==> src/rtl/rdisk_pkg.sv <==
// Shared constants and types for the RAM-disk controller.
// Assumes byte-wide host data and a 22-bit linear pointer split 3 + 19.
package rdisk_pkg;
    localparam int PTR_W    = 22;
    localparam int UNIT_W   = 3;
    localparam int OFFS_W   = PTR_W - UNIT_W;
    localparam int N_UNITS  = 1 << UNIT_W;

    typedef logic [7:0] byte_t;

    typedef enum logic {
        PORT_DATA = 1'b0,
        PORT_PTR  = 1'b1
    } port_e;

    // one-cycle access request decoded from the host strobes
    typedef struct packed {
        logic  rd;
        logic  wr;
        port_e port;
        byte_t wdata;
    } access_t;
endpackage

==> src/rtl/rdisk_host_if.sv <==
// Host strobe front end: turns chip-selected read/write levels into
// single-cycle access pulses at their rising edges.
// Assumes strobes are synchronous to clk; a write rising in the same
// cycle as a read takes precedence.
module rdisk_host_if
    import rdisk_pkg::*;
(
    input  logic    clk,
    input  logic    rst_n,
    input  logic    cs,
    input  logic    rd,
    input  logic    wr,
    input  logic    reg_sel,
    input  byte_t   din,
    output access_t acc
);
    logic rd_lvl, wr_lvl;
    logic rd_prev, wr_prev;

    assign rd_lvl = cs & rd;
    assign wr_lvl = cs & wr;

    // remember last strobe levels for edge detection
    always_ff @(posedge clk) begin
        if (!rst_n) begin
            rd_prev <= 1'b0;
            wr_prev <= 1'b0;
        end else begin
            rd_prev <= rd_lvl;
            wr_prev <= wr_lvl;
        end
    end

    // build the access pulse, suppressed during reset
    always_comb begin
        acc.wr    = rst_n & wr_lvl & ~wr_prev;
        acc.rd    = rst_n & rd_lvl & ~rd_prev & ~acc.wr;
        acc.port  = reg_sel ? PORT_PTR : PORT_DATA;
        acc.wdata = din;
    end


    rd_single_chk: assert property (@(posedge clk) disable iff (!rst_n)
        acc.rd |=> !acc.rd);

    wr_single_chk: assert property (@(posedge clk) disable iff (!rst_n)
        acc.wr |=> !acc.wr);

    no_strobe_without_cs_chk: assert property (@(posedge clk) disable iff (!rst_n)
        !cs |-> !(acc.rd || acc.wr));
endmodule

==> src/rtl/rdisk_ptr_reg.sv <==
// Linear pointer register: byte-shift load from the pointer port and
// post-increment after each data-port access.
// Assumes at most one access pulse per cycle.
module rdisk_ptr_reg
    import rdisk_pkg::*;
(
    input  logic             clk,
    input  logic             rst_n,
    input  access_t          acc,
    output logic [PTR_W-1:0] ptr
);
    logic ptr_load;
    logic ptr_step;

    assign ptr_load = acc.wr && (acc.port == PORT_PTR);
    assign ptr_step = (acc.rd || acc.wr) && (acc.port == PORT_DATA);

    // shift-load or advance the pointer
    always_ff @(posedge clk) begin
        if (!rst_n)
            ptr <= '0;
        else if (ptr_load)
            ptr <= {ptr[PTR_W-9:0], acc.wdata};
        else if (ptr_step)
            ptr <= ptr + 1'b1;
    end


    ptr_shift_chk: assert property (@(posedge clk) disable iff (!rst_n)
        (acc.wr && acc.port == PORT_PTR) |=>
            ptr == {$past(ptr[PTR_W-9:0]), $past(acc.wdata)});

    ptr_step_chk: assert property (@(posedge clk) disable iff (!rst_n)
        ((acc.rd || acc.wr) && acc.port == PORT_DATA) |=>
            ptr == $past(ptr) + 1'b1);

    ptr_hold_chk: assert property (@(posedge clk) disable iff (!rst_n)
        !(acc.rd || acc.wr) |=> $stable(ptr));
endmodule

==> src/rtl/rdisk_bank.sv <==
// Eight storage units with per-unit enable and write lock.
// Each unit holds 2^DEPTH_W bytes; reads are combinational from the
// current pointer, writes happen on the clock edge of the write pulse.
module rdisk_bank
    import rdisk_pkg::*;
#(
    parameter int DEPTH_W = 6
)(
    input  logic                clk,
    input  logic                rst_n,
    input  logic                wr_req,
    input  byte_t               wdata,
    input  logic [UNIT_W-1:0]   unit_sel,
    input  logic [DEPTH_W-1:0]  offs,
    input  logic [N_UNITS-1:0]  unit_en,
    input  logic [N_UNITS-1:0]  unit_wlock,
    output byte_t               rdata
);
    localparam int DEPTH = 1 << DEPTH_W;

    logic [N_UNITS-1:0] we;
    byte_t              unit_q [N_UNITS];

    // decode a write enable per unit, honouring enable and lock
    always_comb begin
        for (int u = 0; u < N_UNITS; u++)
            we[u] = wr_req && (unit_sel == u[UNIT_W-1:0])
                    && unit_en[u] && !unit_wlock[u];
    end

    for (genvar g = 0; g < N_UNITS; g++) begin : g_unit
        byte_t mem [DEPTH];

        // store one byte into this unit
        always_ff @(posedge clk) begin
            if (we[g])
                mem[offs] <= wdata;
        end

        assign unit_q[g] = mem[offs];
    end

    // select the addressed unit, undriven bus when disabled
    always_comb begin
        rdata = unit_en[unit_sel] ? unit_q[unit_sel] : 8'hFF;
    end


    one_unit_chk: assert property (@(posedge clk) disable iff (!rst_n)
        $onehot0(we));

    locked_no_we_chk: assert property (@(posedge clk) disable iff (!rst_n)
        (unit_wlock[unit_sel] || !unit_en[unit_sel]) |-> (we == '0));
endmodule

==> src/rtl/rdisk_ctrl.sv <==
// Top of the RAM-disk controller: host front end, pointer register,
// banked store and the registered read-data path.
// Assumes a single synchronous host; DEPTH_W sets bytes per unit.
module rdisk_ctrl
    import rdisk_pkg::*;
#(
    parameter int DEPTH_W = 6
)(
    input  logic       clk,
    input  logic       rst_n,
    input  logic       cs,
    input  logic       rd,
    input  logic       wr,
    input  logic       reg_sel,
    input  logic [7:0] din,
    output logic [7:0] dout,
    input  logic [7:0] unit_en,
    input  logic [7:0] unit_wlock
);
    initial begin
        if (DEPTH_W < 1 || DEPTH_W > OFFS_W)
            $error("DEPTH_W out of range");
    end

    access_t          acc;
    logic [PTR_W-1:0] ptr;
    byte_t            bank_q;
    logic             data_wr;

    rdisk_host_if u_host (
        .clk     (clk),
        .rst_n   (rst_n),
        .cs      (cs),
        .rd      (rd),
        .wr      (wr),
        .reg_sel (reg_sel),
        .din     (din),
        .acc     (acc)
    );

    rdisk_ptr_reg u_ptr (
        .clk   (clk),
        .rst_n (rst_n),
        .acc   (acc),
        .ptr   (ptr)
    );

    assign data_wr = acc.wr && (acc.port == PORT_DATA);

    rdisk_bank #(.DEPTH_W(DEPTH_W)) u_bank (
        .clk        (clk),
        .rst_n      (rst_n),
        .wr_req     (data_wr),
        .wdata      (acc.wdata),
        .unit_sel   (ptr[PTR_W-1 -: UNIT_W]),
        .offs       (ptr[DEPTH_W-1:0]),
        .unit_en    (unit_en),
        .unit_wlock (unit_wlock),
        .rdata      (bank_q)
    );

    // capture read data on a read pulse, hold otherwise
    always_ff @(posedge clk) begin
        if (!rst_n)
            dout <= 8'hFF;
        else if (acc.rd)
            dout <= (acc.port == PORT_PTR) ? 8'hFF : bank_q;
    end


    ptr_port_read_ff_chk: assert property (@(posedge clk) disable iff (!rst_n)
        (acc.rd && acc.port == PORT_PTR) |=> dout == 8'hFF);

    disabled_read_ff_chk: assert property (@(posedge clk) disable iff (!rst_n)
        (acc.rd && acc.port == PORT_DATA && !unit_en[ptr[PTR_W-1 -: UNIT_W]])
            |=> dout == 8'hFF);

    ptr_wrap_chk: assert property (@(posedge clk) disable iff (!rst_n)
        ((acc.rd || acc.wr) && acc.port == PORT_DATA && ptr == {PTR_W{1'b1}})
            |=> ptr == '0);

    dout_hold_chk: assert property (@(posedge clk) disable iff (!rst_n)
        !acc.rd |=> $stable(dout));
endmodule

==> config.mk <==
export PLATFORM = sky130hd
export DESIGN_NAME = rdisk_ctrl
export DESIGN_NICKNAME = d
export VERILOG_FILES = /design/src/rtl/rdisk_pkg.sv /design/src/rtl/rdisk_host_if.sv /design/src/rtl/rdisk_ptr_reg.sv /design/src/rtl/rdisk_bank.sv /design/src/rtl/rdisk_ctrl.sv
export SDC_FILE = /design/constraint.sdc
export NUM_CORES = 2
export LEC_CHECK = 0
export ABC_AREA = 1
export BUFFER_PORTS_ARGS = -buffer_cell sky130_fd_sc_hd__buf_2
export CORE_UTILIZATION = 35
export CTS_CLUSTER_SIZE = 28
export DETAILED_ROUTE_END_ITERATION = 6
export SETUP_SLACK_MARGIN = 0.15
export SLEW_MARGIN = 5
export SYNTH_ARGS = -nofsm -noshare
export SYNTH_HDL_FRONTEND = slang
export SYNTH_SLANG_ARGS = --single-unit
export TNS_END_PERCENT = 20
==> constraint.sdc <==
create_clock -name clk -period 2.91 [get_ports clk]
set_input_delay 0.1455 -clock clk [delete_from_list [all_inputs] [get_ports clk]]
set_output_delay 0.1455 -clock clk [all_outputs]
set_load 0.1 [all_outputs]
Word level (Yosys, flattened, before mapping)
Memory sizes are Yosys's and may differ from the RTL's. A register that Yosys moved wholly into a read port is not among the register bits.
Cells that the tools add are included.
- add/subtract/negate cells: 1
- $lt $le $gt $ge: 2
- equal/unequal tests: 7
- mux-type cells: 42
- bitwise operators: 12
- reductions and logical operators: 38
- operators with widths (kind ; number):
    two-way mux 6 bit ; 16
    two-way mux 22 bit ; 2
    two-way mux 8 bit ; 4
    logical AND 1 bit ; 27
    binary-select mux 8 bit (select 3 bit) ; 1
    adder 22 x 1 -> 22 bit, second input constant ; 1
    two-way mux 1 bit ; 18
    == test 3 bit, second input constant ; 4
    logical NOT 1 bit ; 8
    AND 1 bit ; 7
    == test 3 x 2 -> 1 bit, second input constant ; 2
    >= comparator 4 bit, second input constant ; 1
    less-than comparator 3 x 4 -> 1 bit, second input constant ; 1
    NOT 1 bit ; 4
    NOT 3 -> 4 bit ; 1
    binary-select mux 1 bit (select 3 bit) ; 1
    == test 3 x 1 -> 1 bit, second input constant ; 1
    logical NOT 3 bit ; 1
    nonzero test 2 bit ; 1
    logical OR 1 bit ; 1
- flip-flop bits (word level): 32
- bits in writable memories: 4096
- output and inout port bits: 8
- logic and storage cells: 114
- memories kept: 8
- memory list (memory ; depth ; width ; rd ports ; clocked after Yosys merged registers in ; write ports ; line ; RTL):
    u_bank.g_unit[0].mem ; 64 ; 8 ; 1 ; 1 ; 1 ; rdisk_bank.sv:32 ; byte_t mem [DEPTH];
    u_bank.g_unit[1].mem ; 64 ; 8 ; 1 ; 1 ; 1 ; rdisk_bank.sv:32 ;
    u_bank.g_unit[2].mem ; 64 ; 8 ; 1 ; 1 ; 1 ; rdisk_bank.sv:32 ;
    u_bank.g_unit[3].mem ; 64 ; 8 ; 1 ; 1 ; 1 ; rdisk_bank.sv:32 ;
    u_bank.g_unit[4].mem ; 64 ; 8 ; 1 ; 1 ; 1 ; rdisk_bank.sv:32 ;
    u_bank.g_unit[5].mem ; 64 ; 8 ; 1 ; 1 ; 1 ; rdisk_bank.sv:32 ;
    2 more memories ; - ; - ; - ; - ; - ; - ;

Depth between registers and ports, before layout
- depth in word-level cells: 11
- mapped depth: 19

By module
Synthesis repeated with hierarchy kept, for this count alone.
- cell total of the unflattened synthesis: 16582
- area total of the unflattened synthesis: 174959.0 µm²
- by module, submodules not included (module ; times used ; cells each ; area each (µm²) ; seq. area each (µm²)):
    rdisk_bank ; 1 ; 16275 ; 172953.4 ; 122998.0
    rdisk_ptr_reg ; 1 ; 253 ; 1571.5 ; 440.4
    rdisk_ctrl ; 1 ; 36 ; 285.3 ; 160.2
    rdisk_host_if ; 1 ; 18 ; 148.9 ; 40.0

Least setup slack after synthesis
No wires, ideal clock.
- path type: reg2reg
- from: register u_ptr.ptr[19]
- to: memory u_bank.g_unit[1].mem[31][0] in the netlist's numbering, enable pin
- arrival: 1900 ps
- data required time: 2540 ps
- slack: 640 ps
- stages on the path, launching flop included: 7
- path buffers: 2
- period minus slack after synthesis: 2270 ps
- cells stage by stage: dfxtp_1 -> inv_1 -> nor2_1 -> buf_2 -> nand4_2 -> clkbuf_1 -> nor2_1
- longest elaborated chain between the ends: 6
- RTL lines (what ; line ; RTL):
    start: declaration ; rdisk_ptr_reg.sv:10 ; output logic [PTR_W-1:0] ptr
    start signal: assignment ; rdisk_ptr_reg.sv:23 ; ptr <= {ptr[PTR_W-9:0], acc.wdata};
    start signal: assignment ; rdisk_ptr_reg.sv:25 ; ptr <= ptr + 1'b1;
    == test 3 x 1 -> 1 bit ; rdisk_bank.sv:27 ; we[u] = wr_req && (unit_sel == u[UNIT_W-1:0])
    logical AND 1 bit ; rdisk_bank.sv:27 ;
    logical AND 1 bit (2 in series) ; rdisk_bank.sv:28 ; && unit_en[u] && !unit_wlock[u];
    two-way mux 1 bit ; rdisk_bank.sv:36 ; if (we[g])
    two-way mux 1 bit (implied by the code) ; rdisk_bank.sv:37 ; mem[offs] <= wdata;
    end: declaration ; rdisk_bank.sv:32 ;
Every way passes these cells.

==> results_dict.tcl <==
set metrics [dict create \
    achievable-frequency_ghz 0.347 \
    site_rows 254 \
    area.growth.synth_to_final_pct 21.8 \
    grt_max_degree 115 \
    top_usage_layer "met2" \
    final_cell_mix "4252 x nand2_1, 4096 x edfxtp_1, 3716 x nand3_1, 1239 x buf_4, 595 x nor2_1" \
    dieWidth_um 695 \
    starting_density_of_the_core 0.351 \
    final_period_minus_worst_setup_slack_ps 2880 \
    hold_path.startpoint "unit_wlock[6]" \
    place.port_buffers 37 \
    clkTransAtPathRegs_ps 60 \
    crit_path_start_kind "flip-flop" \
    detail-route-antenna-nets 0 \
    cp.buffers_inverters 6 \
    drt-initial-drc-count 15100 \
    drt_wl_total_um 529000 \
    cts-htree-levels 5 \
    power.switching_uw 31300 \
    routed-via-count 117727 \
    min_path_type "in -> reg" \
    wire_length_of_the_first_global_routing_pass_um 757000 \
    setup_viol 0 \
    tritoncts "yes" \
    detailedRoute.firstPassIterationCount 7 \
    number_of_fill_cells 43511 \
    yosys_warnings 0 \
    p_per_area_nw_per_um2 644 \
    final.setup_skew_ps 51.5 \
    crit_top_cell "nand2_1" \
    post_synth_inst_count 14180 \
    timing.critical_path.cells "buf_12, inv_16, buf_12, buf_16, buf_12, nand3_1, nand3_1, nand3_1, nand3_1, nand3_1, nand3_2, nand2_1, inv_1, nand2_1, nand2_1, nand2_1, nand2_1, nand2_1" \
    max-cap-violations 0 \
    intPower_uw 101000 \
    final-hold-violation-count 0 \
    die_area_um2 483000 \
    max_slew_margin 0.354 \
    clock-root-buffer "clkbuf_16" \
    gr_util_met3 0.0349 \
    slowest_stage "dfxtp_4" \
    power.sequential.fraction 0.497 \
    yosys_register_bits 4134 \
    drt-wirelength-per-cell_um 23.9 \
    crit_path_end_kind "flip-flop" \
    final_nets 15370 \
    ioPinCount 38 \
    dp.final_hpwl_um 321000 \
    die_span_in_y_um 695 \
    yosysSeqAreaShare 0.737 \
    preCtsSetupSlack_ps -607 \
    worstPathMaxFanout 25 \
    worst_slack_ps 26.1 \
    share_clk_of_total_power 0.411 \
    grt_setup_unrepaired "yes" \
    remaining_drc_errors 4 \
    grt.overflow.total 0 \
    post_synth.cell_area_avg_um2 11.8 \
    cts_num_sinks 4134 \
    fp.coreArea_um2 478000 \
    grt.total_usage 0.210 \
    routabilityCongestion 0.909 \
    post_layout_nonfiller_instances 22106 \
    slew_violations 0 \
    via_count_of_the_first_global_routing_pass 111430 \
    grt_use_met1 0.291 \
    avgViaCountPerCell 5.33 \
    leading_cell_type_in_the_layout_fill_and_taps_excluded "nand2_1" \
    crit_family "simple AND/OR/NAND/NOR gates" \
    post_route_cells_drive_above_1_share 0.166 \
    fin_crit_sh 0.991 \
    worstSkewPairLatency_ps 990 \
    worstMarginPinSlew_ps 969 \
    post_synth_num_cell_types 36 \
    mappedNetlistArea_um2 168000 \
    met2_usage 0.328 \
    failed_checks "design-rule violations" \
    grt_antenna_before_repair 23 \
    arrival_ps 3770 \
    post-route-util 0.428 \
    numPlacedInstances 21140 \
    cts_made_buffers 425 \
    clk_path_buf_depth 4 \
    power.leakage_uw 0.0727 \
    power.switching_fraction 0.237 \
    synthesis.nets 14211 \
    ir_worst_vdd_mv 0.525 \
    power_frac_comb 0.092 \
    run_status "finished with violations" \
    crit_path_max_incr_delay_ps 400 \
    timing.setup.critical_path_class "reg -> reg" \
    required_ps 3800 \
]
-- state kept, by name, indices dropped and copies added (netlist names), named ones only --
signal / cells
dout: 8
u_bank.g_unit.mem: 4096
u_host.rd_prev: 1
u_host.wr_prev: 1
u_ptr.ptr: 22
-- what timing repair did --
item / 4_1_cts / 5_1_grt
hold buffers: 28 / 0
gates resized for setup: 258 / 264
setup buffers: 49 / 26
endpoints found under the setup margin: 8 / 1947
gates cloned: 41 / 28
pin swaps: 26 / 37
endpoints found under the hold margin: 2861 / 0
-- layer usage --
metal  routed length (um)  up-vias
li1                     -    52835
met5                   27        -
met2               242000     5905
met1               215000    58065
met3                50100      918
met4                22000        4
-- area by class of cell --
| cell class | count | area, um2 | share of cell area |
|---|---|---|---|
| Sequential cell | 4134 | 124000 | 0.605 |
| Tap cell | 6400 | 8010 | 0.0391 |
| Timing Repair Buffer | 1687 | 17800 | 0.0870 |
| Clock buffer | 529 | 11300 | 0.0552 |
| Clock inverter | 255 | 2410 | 0.0118 |
| Multi-Input combinational cell | 9023 | 40900 | 0.200 |
| Timing Repair inverter | 6 | 109 | 0.000532 |
| Inverter | 62 | 290 | 0.00142 |
| Antenna cell | 10 | 25.0 | 0.000122 |
-- power by group through the flow --
stage | Sequential (uW) | Clock, uW | Combinational [uW]
after floorplan | 66800 | 0 | 5070
after global placement | 66800 | 0 | 10400
after detailed placement | 66800 | 0 | 10500
after CTS | 65500 | 54700 | 11400
after global routing | 65500 | 56900 | 12800
final | 65500 | 54200 | 12100
-- stage by stage --
step | TNS (ps) | hold slack [ps] | total power, uW | instance area (um2)
6_report | 0 | 26.5 | 132000 | 205000
3_3_place_gp | -3130 | 391 | 77200 | 186000
4_1_cts | 0 | 1.96 | 132000 | 203000
5_1_grt | -8.37 | 64.6 | 135000 | 205000
2_1_floorplan | 0 | 244 | 71800 | 168000
3_5_place_dp | -2820 | 397 | 77300 | 186000
-- worst register-to-register path, stage by stage, from the launching register on --
cell,delay (ps)
dfxtp_4,400
buf_12,160
inv_16,110
buf_12,170
buf_16,170
buf_12,190
nand3_1,130
nand3_1,120
nand3_1,140
nand3_1,170
nand3_1,300
nand3_2,290
nand2_1,80
inv_1,80
nand2_1,60
nand2_1,50
nand2_1,50
nand2_1,60
nand2_1,50
-- cells in the mapped netlist --
cell      instances  share of area
a211oi_1          1       0.000045
a21oi_1          44         0.0013
a221oi_1          4        0.00021
a31oi_1           3        0.00011
buf_1           105         0.0023
buf_2           572          0.017
buf_4            82         0.0037
buf_6            22         0.0015
clkbuf_1        179         0.0040
clkbuf_2          1       0.000030
clkinv_1          1       0.000022
dfxtp_1          38         0.0045
edfxtp_1       4096           0.73
ha_1              1       0.000074
inv_1            47         0.0010
inv_2            12        0.00027
inv_4             2       0.000074
nand2_1        4275          0.096
nand2_2           1       0.000037
nand3_1        3929           0.12
nand3_2           1       0.000060
nand3b_1          1       0.000045
nand4_1           2       0.000074
nand4_2           7        0.00052
nor2_1          632          0.014
nor2_2            5        0.00019
nor2_4            1       0.000067
nor3_1           13        0.00039
nor3b_1           1       0.000045
nor4_1            2       0.000074
nor4_2            1       0.000074
o211ai_1          5        0.00022
o21ai_0          54         0.0016
o22ai_1          28         0.0010
xnor2_1           1       0.000052
xor2_1           11        0.00057
-- worst paths after layout --
check / end / slack, ps / depth (start not counted)
min: u_bank.g_unit[6].mem[58][6] / 30 / 5
max: dout[5] / 30 / 18
min reg2reg: u_ptr.ptr[14] / 520 / 2
max reg2reg: dout[5] / 30 / 18
-- kinds of logic after synthesis --
group,count (synthesis),synth area share
compound gates,139,0.00455
xor+xnor,12,0.000626
fa+ha+maj,1,0.0000745
buf+inv,1023,0.0300
flops,4134,0.737
simple gates,8871,0.228
Note: power is estimated with default switching activity, not from simulation.
